## src/rtl/netirq_pkg.sv

```systemverilog
package netirq_pkg;

    typedef enum logic {
        MODE_QUAD = 1'b0,
        MODE_SEPT = 1'b1
    } chassis_mode_e;

    typedef enum logic {
        ST_QUIET  = 1'b0,
        ST_RAISED = 1'b1
    } irq_state_e;

    typedef struct packed {
        logic       in_w1;
        logic [7:0] base;
    } slot_place_t;

    // Fixed bit placement of each slot's four port lines.
    function automatic slot_place_t place_of(chassis_mode_e m, logic [2:0] slot);
        slot_place_t p;
        p.in_w1 = 1'b0;
        p.base  = 8'd0;
        if (m == MODE_QUAD) begin
            unique case (slot[1:0])
                2'd0: p.base = 8'd16;
                2'd1: p.base = 8'd24;
                2'd2: p.base = 8'd0;
                2'd3: p.base = 8'd8;
            endcase
        end else begin
            unique case (slot)
                3'd0: begin p.in_w1 = 1'b1; p.base = 8'd0; end
                3'd1: p.base = 8'd24;
                3'd2: p.base = 8'd16;
                3'd3: p.base = 8'd28;
                3'd4: p.base = 8'd20;
                3'd5: p.base = 8'd8;
                3'd6: p.base = 8'd0;
                3'd7: p.base = 8'd0;
            endcase
        end
        return p;
    endfunction

endpackage

```

## src/rtl/netirq_decode.sv

```systemverilog
module netirq_decode
    import netirq_pkg::*;
#(
    parameter int W0         = 32,
    parameter int W1         = 8,
    parameter int SLOT_W     = 3,
    parameter int PORT_W     = 3,
    parameter int PORTS      = 4,
    parameter int SLOTS_QUAD = 4,
    parameter int SLOTS_SEPT = 7
) (
    input  logic              clk,
    input  logic              rst_n,
    input  chassis_mode_e     mode,
    input  logic              vld,
    input  logic [SLOT_W-1:0] slot,
    input  logic [PORT_W-1:0] port,
    output logic [W0-1:0]     mask0,
    output logic [W1-1:0]     mask1
);
    localparam int IW0 = $clog2(W0);
    localparam int IW1 = $clog2(W1);
    localparam logic [SLOT_W-1:0] LIM_Q = SLOT_W'(SLOTS_QUAD);
    localparam logic [SLOT_W-1:0] LIM_S = SLOT_W'(SLOTS_SEPT);
    localparam logic [PORT_W-1:0] LIM_P = PORT_W'(PORTS);

    slot_place_t       pl;
    logic [SLOT_W-1:0] lim;
    logic [IW0-1:0]    idx0;
    logic [IW1-1:0]    idx1;
    logic              accept;

    always_comb begin
        lim    = (mode == MODE_SEPT) ? LIM_S : LIM_Q;
        accept = vld && (slot < lim) && (port < LIM_P);
        pl     = place_of(mode, 3'(slot));
        idx0   = IW0'(pl.base) + IW0'(port);
        idx1   = IW1'(pl.base) + IW1'(port);
        mask0  = '0;
        mask1  = '0;
        if (accept) begin
            if (pl.in_w1) mask1[idx1] = 1'b1;
            else          mask0[idx0] = 1'b1;
        end
    end

    // A request never touches more than one status bit.
    p_single_bit_r10: assert property (@(posedge clk) disable iff (!rst_n)
        $onehot0({mask0, mask1}));

    // The narrow word is unused in the four-slot mode.
    p_quad_no_word1_r5: assert property (@(posedge clk) disable iff (!rst_n)
        (mode == MODE_QUAD) |-> (mask1 == '0));

endmodule

```

## src/rtl/netirq_status.sv

```systemverilog
module netirq_status #(
    parameter int W0 = 32,
    parameter int W1 = 8
) (
    input  logic          clk,
    input  logic          rst_n,
    input  logic [W0-1:0] set0,
    input  logic [W1-1:0] set1,
    input  logic [W0-1:0] clr0,
    input  logic [W1-1:0] clr1,
    output logic [W0-1:0] st0,
    output logic [W1-1:0] st1,
    output logic [W0-1:0] nxt0,
    output logic [W1-1:0] nxt1
);
    always_comb begin
        nxt0 = (st0 & ~clr0) | set0;
        nxt1 = (st1 & ~clr1) | set1;
    end

    always_ff @(posedge clk) begin
        if (!rst_n) begin
            st0 <= '0;
            st1 <= '0;
        end else begin
            st0 <= nxt0;
            st1 <= nxt1;
        end
    end

    p_set_lands_r2: assert property (@(posedge clk) disable iff (!rst_n)
        (|set0) |=> ((st0 & $past(set0)) == $past(set0)));

    p_set_wins_r4: assert property (@(posedge clk) disable iff (!rst_n)
        (|(set0 & clr0)) |=> ((st0 & $past(set0 & clr0)) == $past(set0 & clr0)));

    p_clear_drops_r3: assert property (@(posedge clk) disable iff (!rst_n)
        (|(clr0 & ~set0)) |=> ((st0 & $past(clr0 & ~set0)) == '0));

    p_untouched_hold_r3: assert property (@(posedge clk) disable iff (!rst_n)
        1'b1 |=> ((st0 & ~$past(set0 | clr0)) == ($past(st0) & ~$past(set0 | clr0))));

endmodule

```

## src/rtl/netirq_readmux.sv

```systemverilog
module netirq_readmux
    import netirq_pkg::*;
#(
    parameter int W0    = 32,
    parameter int W1    = 8,
    parameter int SEL_W = 3
) (
    input  logic             clk,
    input  logic             rst_n,
    input  chassis_mode_e    mode,
    input  logic [SEL_W-1:0] sel,
    input  logic [W0-1:0]    st0,
    input  logic [W1-1:0]    st1,
    output logic [W0-1:0]    rd_data
);
    localparam int LANES = W0 / 8;
    localparam int LW    = $clog2(LANES);
    localparam logic [SEL_W-1:0] SEL_LANES = SEL_W'(LANES);

    logic [7:0] lane [LANES];

    // Lane 0 is the top byte: select order runs from the high byte down.
    for (genvar g = 0; g < LANES; g++) begin : g_lane
        assign lane[g] = st0[W0-1-8*g -: 8];
    end

    always_comb begin
        rd_data = '0;
        if (mode == MODE_QUAD) begin
            if (sel < SEL_LANES) rd_data = {{(W0-8){1'b0}}, lane[sel[LW-1:0]]};
        end else begin
            if (sel == SEL_W'(0))      rd_data = st0;
            else if (sel == SEL_W'(1)) rd_data = W0'(st1);
        end
    end

    p_spare_sel_zero_r8: assert property (@(posedge clk) disable iff (!rst_n)
        (mode == MODE_SEPT && sel > SEL_W'(1)) |-> (rd_data == '0));

endmodule

```

## src/rtl/netirq_collector.sv

```systemverilog
module netirq_collector
    import netirq_pkg::*;
#(
    parameter int W0         = 32,
    parameter int W1         = 8,
    parameter int SLOT_W     = 3,
    parameter int PORT_W     = 3,
    parameter int SEL_W      = 3,
    parameter int PORTS      = 4,
    parameter int SLOTS_QUAD = 4,
    parameter int SLOTS_SEPT = 7
) (
    input  logic              clk,
    input  logic              rst_n,
    input  logic              mode_i,
    input  logic              set_vld_i,
    input  logic [SLOT_W-1:0] set_slot_i,
    input  logic [PORT_W-1:0] set_port_i,
    input  logic              clr_vld_i,
    input  logic [SLOT_W-1:0] clr_slot_i,
    input  logic [PORT_W-1:0] clr_port_i,
    input  logic [SEL_W-1:0]  rd_sel_i,
    output logic [W0-1:0]     rd_data_o,
    output logic              irq_o
);
    localparam int REQS = 2; // index 0 raises, index 1 drops

    chassis_mode_e mode_q;
    irq_state_e    st_q, st_n;

    logic              req_vld  [REQS];
    logic [SLOT_W-1:0] req_slot [REQS];
    logic [PORT_W-1:0] req_port [REQS];
    logic [W0-1:0]     m0 [REQS];
    logic [W1-1:0]     m1 [REQS];
    logic [W0-1:0]     st0, nxt0;
    logic [W1-1:0]     st1, nxt1;
    logic              any_next;

    always_ff @(posedge clk) begin
        if (!rst_n) mode_q <= chassis_mode_e'(mode_i);
    end

    assign req_vld[0]  = set_vld_i;
    assign req_slot[0] = set_slot_i;
    assign req_port[0] = set_port_i;
    assign req_vld[1]  = clr_vld_i;
    assign req_slot[1] = clr_slot_i;
    assign req_port[1] = clr_port_i;

    for (genvar r = 0; r < REQS; r++) begin : g_req
        netirq_decode #(
            .W0(W0), .W1(W1), .SLOT_W(SLOT_W), .PORT_W(PORT_W),
            .PORTS(PORTS), .SLOTS_QUAD(SLOTS_QUAD), .SLOTS_SEPT(SLOTS_SEPT)
        ) u_dec (
            .clk  (clk),
            .rst_n(rst_n),
            .mode (mode_q),
            .vld  (req_vld[r]),
            .slot (req_slot[r]),
            .port (req_port[r]),
            .mask0(m0[r]),
            .mask1(m1[r])
        );
    end

    netirq_status #(.W0(W0), .W1(W1)) u_status (
        .clk (clk),
        .rst_n(rst_n),
        .set0(m0[0]),
        .set1(m1[0]),
        .clr0(m0[1]),
        .clr1(m1[1]),
        .st0 (st0),
        .st1 (st1),
        .nxt0(nxt0),
        .nxt1(nxt1)
    );

    netirq_readmux #(.W0(W0), .W1(W1), .SEL_W(SEL_W)) u_rd (
        .clk    (clk),
        .rst_n  (rst_n),
        .mode   (mode_q),
        .sel    (rd_sel_i),
        .st0    (st0),
        .st1    (st1),
        .rd_data(rd_data_o)
    );

    // Interrupt controller
    assign any_next = (|nxt0) || ((mode_q == MODE_SEPT) && (|nxt1));

    always_ff @(posedge clk) begin
        if (!rst_n) st_q <= ST_QUIET;
        else        st_q <= st_n;
    end

    always_comb begin
        st_n = st_q;
        unique case (st_q)
            ST_QUIET:  if (any_next)  st_n = ST_RAISED; // raise
            ST_RAISED: if (!any_next) st_n = ST_QUIET;  // settle
        endcase
    end

    always_comb begin
        irq_o = (st_q == ST_RAISED);
    end

    p_irq_tracks_r9: assert property (@(posedge clk) disable iff (!rst_n)
        irq_o == ((|st0) || ((mode_q == MODE_SEPT) && (|st1))));

    p_mode_frozen_r11: assert property (@(posedge clk) disable iff (!rst_n)
        1'b1 |=> $stable(mode_q));

endmodule

```

## config.mk

```make
export PLATFORM = sky130hd
export DESIGN_NAME = netirq_collector
export DESIGN_NICKNAME = d
export VERILOG_FILES = /design/src/rtl/netirq_pkg.sv /design/src/rtl/netirq_decode.sv /design/src/rtl/netirq_status.sv /design/src/rtl/netirq_readmux.sv /design/src/rtl/netirq_collector.sv
export SDC_FILE = /design/constraint.sdc
export NUM_CORES = 1
export LEC_CHECK = 0
export BUFFER_PORTS_ARGS = -buffer_cell sky130_fd_sc_hd__buf_2
export CAP_MARGIN = 20
export CORE_MARGIN = 8
export CORE_UTILIZATION = 45
export CTS_CLUSTER_SIZE = 24
export DETAILED_ROUTE_END_ITERATION = 6
export HOLD_SLACK_MARGIN = 0.15
export MAX_ROUTING_LAYER = met4
export PLACE_DENSITY = 0.69
export SYNTH_ARGS = -nofsm -noshare
export SYNTH_HDL_FRONTEND = slang
export SYNTH_HIERARCHICAL = 1
export SYNTH_SLANG_ARGS = --single-unit
```

## constraint.sdc

```tcl
create_clock -name clk -period 9.8 [get_ports clk]
set_input_delay 1.96 -clock clk [delete_from_list [all_inputs] [get_ports clk]]
set_output_delay 1.96 -clock clk [all_outputs]
set_load 0.01 [all_outputs]
```

==> flow_metrics.env <==
export IMPL_postLayoutCellArea_sq_mm=0.00382
export IMPL_hold_path_class="reg2reg"
export IMPL_cts_num_sinks=42
export IMPL_gp_congestion=0.910
export IMPL_max_freq_mhz=182
export IMPL_grt_pass1_wl_mm=16.8
export IMPL_criticalPathCategory="in2out"
export IMPL_ys_flop_type="dfxtp_1"
export IMPL_fin_crit_sh=0.562
export IMPL_n_antenna_cell=0
export IMPL_min_delay_start="u_status/st1[1]$_SDFF_PN0_"
export IMPL_async_reset_ff_frac=0
export IMPL_dieWidth_um=105
export IMPL_portBuffers=52
export IMPL_timing_rr_start="mode_q$_DFFE_PN_"
export IMPL_antenna_left=0
export IMPL_grt_pass1_vias=3315
export IMPL_hpwl_mm=7.57
export IMPL_overflow=0
export IMPL_yosysMostFrequentCell="nor2b_1"
export IMPL_p_per_area_mw_per_mm2=101
export IMPL_cts_max_level=2
export IMPL_maxSlewHeadroom=0.469
export IMPL_cts_setup_buffers=0
export IMPL_area_growth_pct=7.57
export IMPL_rsz0062_at_grt="no"
export IMPL_ys_seq_area_frac=0.239
export IMPL_detail_route_iter0_violations=303
export IMPL_via_per_inst=5.73
export IMPL_routed_wl_mm=10.2
export IMPL_cellLeakagePower_nw=1.74
export IMPL_clk_transition_reported_paths_ns=0.08
export IMPL_die_area_sq_mm=0.0110
export IMPL_cts_path_max_buffers=2
export IMPL_setup_tns_ns=0
export IMPL_cts_resized=0
export IMPL_start_kind="input port"
export IMPL_die_h_um=105
export IMPL_tightest_slew_ns=0.797
export IMPL_maxCapViolations=0
export IMPL_synth_seq_cells=42
export IMPL_num_vias=3335
export IMPL_timing_hold_violations_final=0
export IMPL_maxSlewViolCount=0
export IMPL_syn_cell_area_sq_mm=0.00355
export IMPL_peakVddDrop_uv=63.6
export IMPL_clockRootBuffer="clkbuf_8"
export IMPL_start_util=0.462
export IMPL_final_nets=505
export IMPL_fin_worst_skew_ns=0.00754
export IMPL_grt_antenna_before_repair=0
export IMPL_place_area_sq_mm=0.00371
export IMPL_crit_arrival_ns=3.55
export IMPL_drcViolationCount=0
export IMPL_end_kind="output pin"
export IMPL_yosysWarningCount=6
export IMPL_yosys_top_cells_count="45 x nor2b_1, 42 x or2_2, 41 x dfxtp_1, 41 x nor3_1, 40 x o21a_1"
export IMPL_cts_hold_buffers=0
export IMPL_num_rows=32
export IMPL_synth_top_cell_area_share=0.231
export IMPL_drive_gt1_frac=0.250
export IMPL_required_ns=7.84
export IMPL_coreArea_sq_mm=0.00769
export IMPL_power_mw=0.387
export IMPL_cts_buffers=5
export IMPL_setup_violations=0
export IMPL_grt_use_total=0.190
export IMPL_grt_start_max_net_pins=43
export IMPL_ys_types=44
export IMPL_netlist_top_cell_by_area="dfxtp_1"
export IMPL_cts_tree="done"
export IMPL_status="finished, final reports clean"
export IMPL_ios=53
export IMPL_synth_area_leaders="dfxtp_1 23%, o21a_1 8.4%, nor2b_1 7.9%, or2_2 7.4%, mux2i_1 7.3%"
export IMPL_crit_fanout=24
export IMPL_synth_edf_count=1
export IMPL_syn_area_per_cell_sq_um=7.93
export IMPL_clk_insertion_delay_late_ns=0.29
export IMPL_period_minus_slack_ns=5.51
export IMPL_synth_nets=474
export IMPL_critPathLaunch="rd_sel_i[1]"
export IMPL_synth_cells=448
export IMPL_wire_per_inst_um=17.5
export IMPL_firstDrtPassIters=7
-- sequential cells by signal, summed over array words and instances (netlist names) --
name,count
mode_q,1
u_status/st0,32
u_status/st1,8
irq_o,1
-- logic make-up after synthesis --
kind of cell    Yosys count  synth area share
compound gates           71             0.149
mux                      26            0.0732
flops                    42             0.239
buf+inv                  37            0.0746
fa+ha+maj                 6            0.0211
simple gates            266             0.442
-- report_power, final --
part	leakage [nW]	internal [mW]	total (mW)	switching [mW]
clock network	0.0579	0.0751	0.136	0.0611
logic	1.34	0.0233	0.0750	0.0518
registers	0.340	0.173	0.176	0.00242
-- metal layers --
metal | global-route usage | wire length, um
met4 | 0.0418 | 117
met5 | - | 0
met3 | 0.0418 | 779
met1 | 0.244 | 4600
met2 | 0.298 | 4700
-- final timing paths --
path,endpoint,slack (ns),depth (start not counted)
setup reg to reg,irq_o$_SDFF_PN0_,6.06,13
hold / removal,u_status/st1[1]$_SDFF_PN0_,0.63,2
setup / recovery,rd_data_o[23],4.29,5
hold reg to reg,u_status/st1[1]$_SDFF_PN0_,0.63,2
-- metrics by stage --
stage	hold slack, ns	worst slack, ns	cells	util
final	0.625	4.29	582	0.497
after global routing	0.676	4.20	582	0.497
after CTS	0.633	4.29	582	0.497
after detailed placement	0.608	4.29	574	0.483
after global placement	0.599	4.33	574	0.483
after floorplan	0.571	4.85	448	-
-- area by class of cell --
type / count / area (sq um)
fill: 773 / 3860
multi-input combinational: 369 / 2440
sequential: 42 / 851
timing repair buffer: 53 / 268
tap: 102 / 128
clock buffer: 5 / 68.8
clock inverter: 3 / 40.0
inverter: 8 / 30.0
-- cells in the final DEF (no fill, tap or decap), types with 3 or more instances in the layout --
master / count
nor4_1: 10
nor2_1: 39
nor3_2: 4
and2_1: 25
buf_2: 52
o21a_1: 40
ha_1: 6
nand2_1: 5
nor3_1: 41
o21ai_1: 8
or3_1: 4
nor2b_1: 45
dfxtp_1: 41
or3b_1: 3
clkbuf_8: 5
nor4_2: 4
or2_2: 42
o22a_1: 8
mux2i_1: 26
nand3_2: 3
nand4_1: 9
a31oi_1: 3
inv_1: 8
nand3_1: 10
nand3b_1: 4
nand2b_1: 13
-- worst max-delay path: stages --
cell    delay [ns]
buf_2         0.27
or3b_1        0.64
nor2_8        0.34
and2_1        0.19
buf_2         0.13
Power figures use the tool's default switching activity.
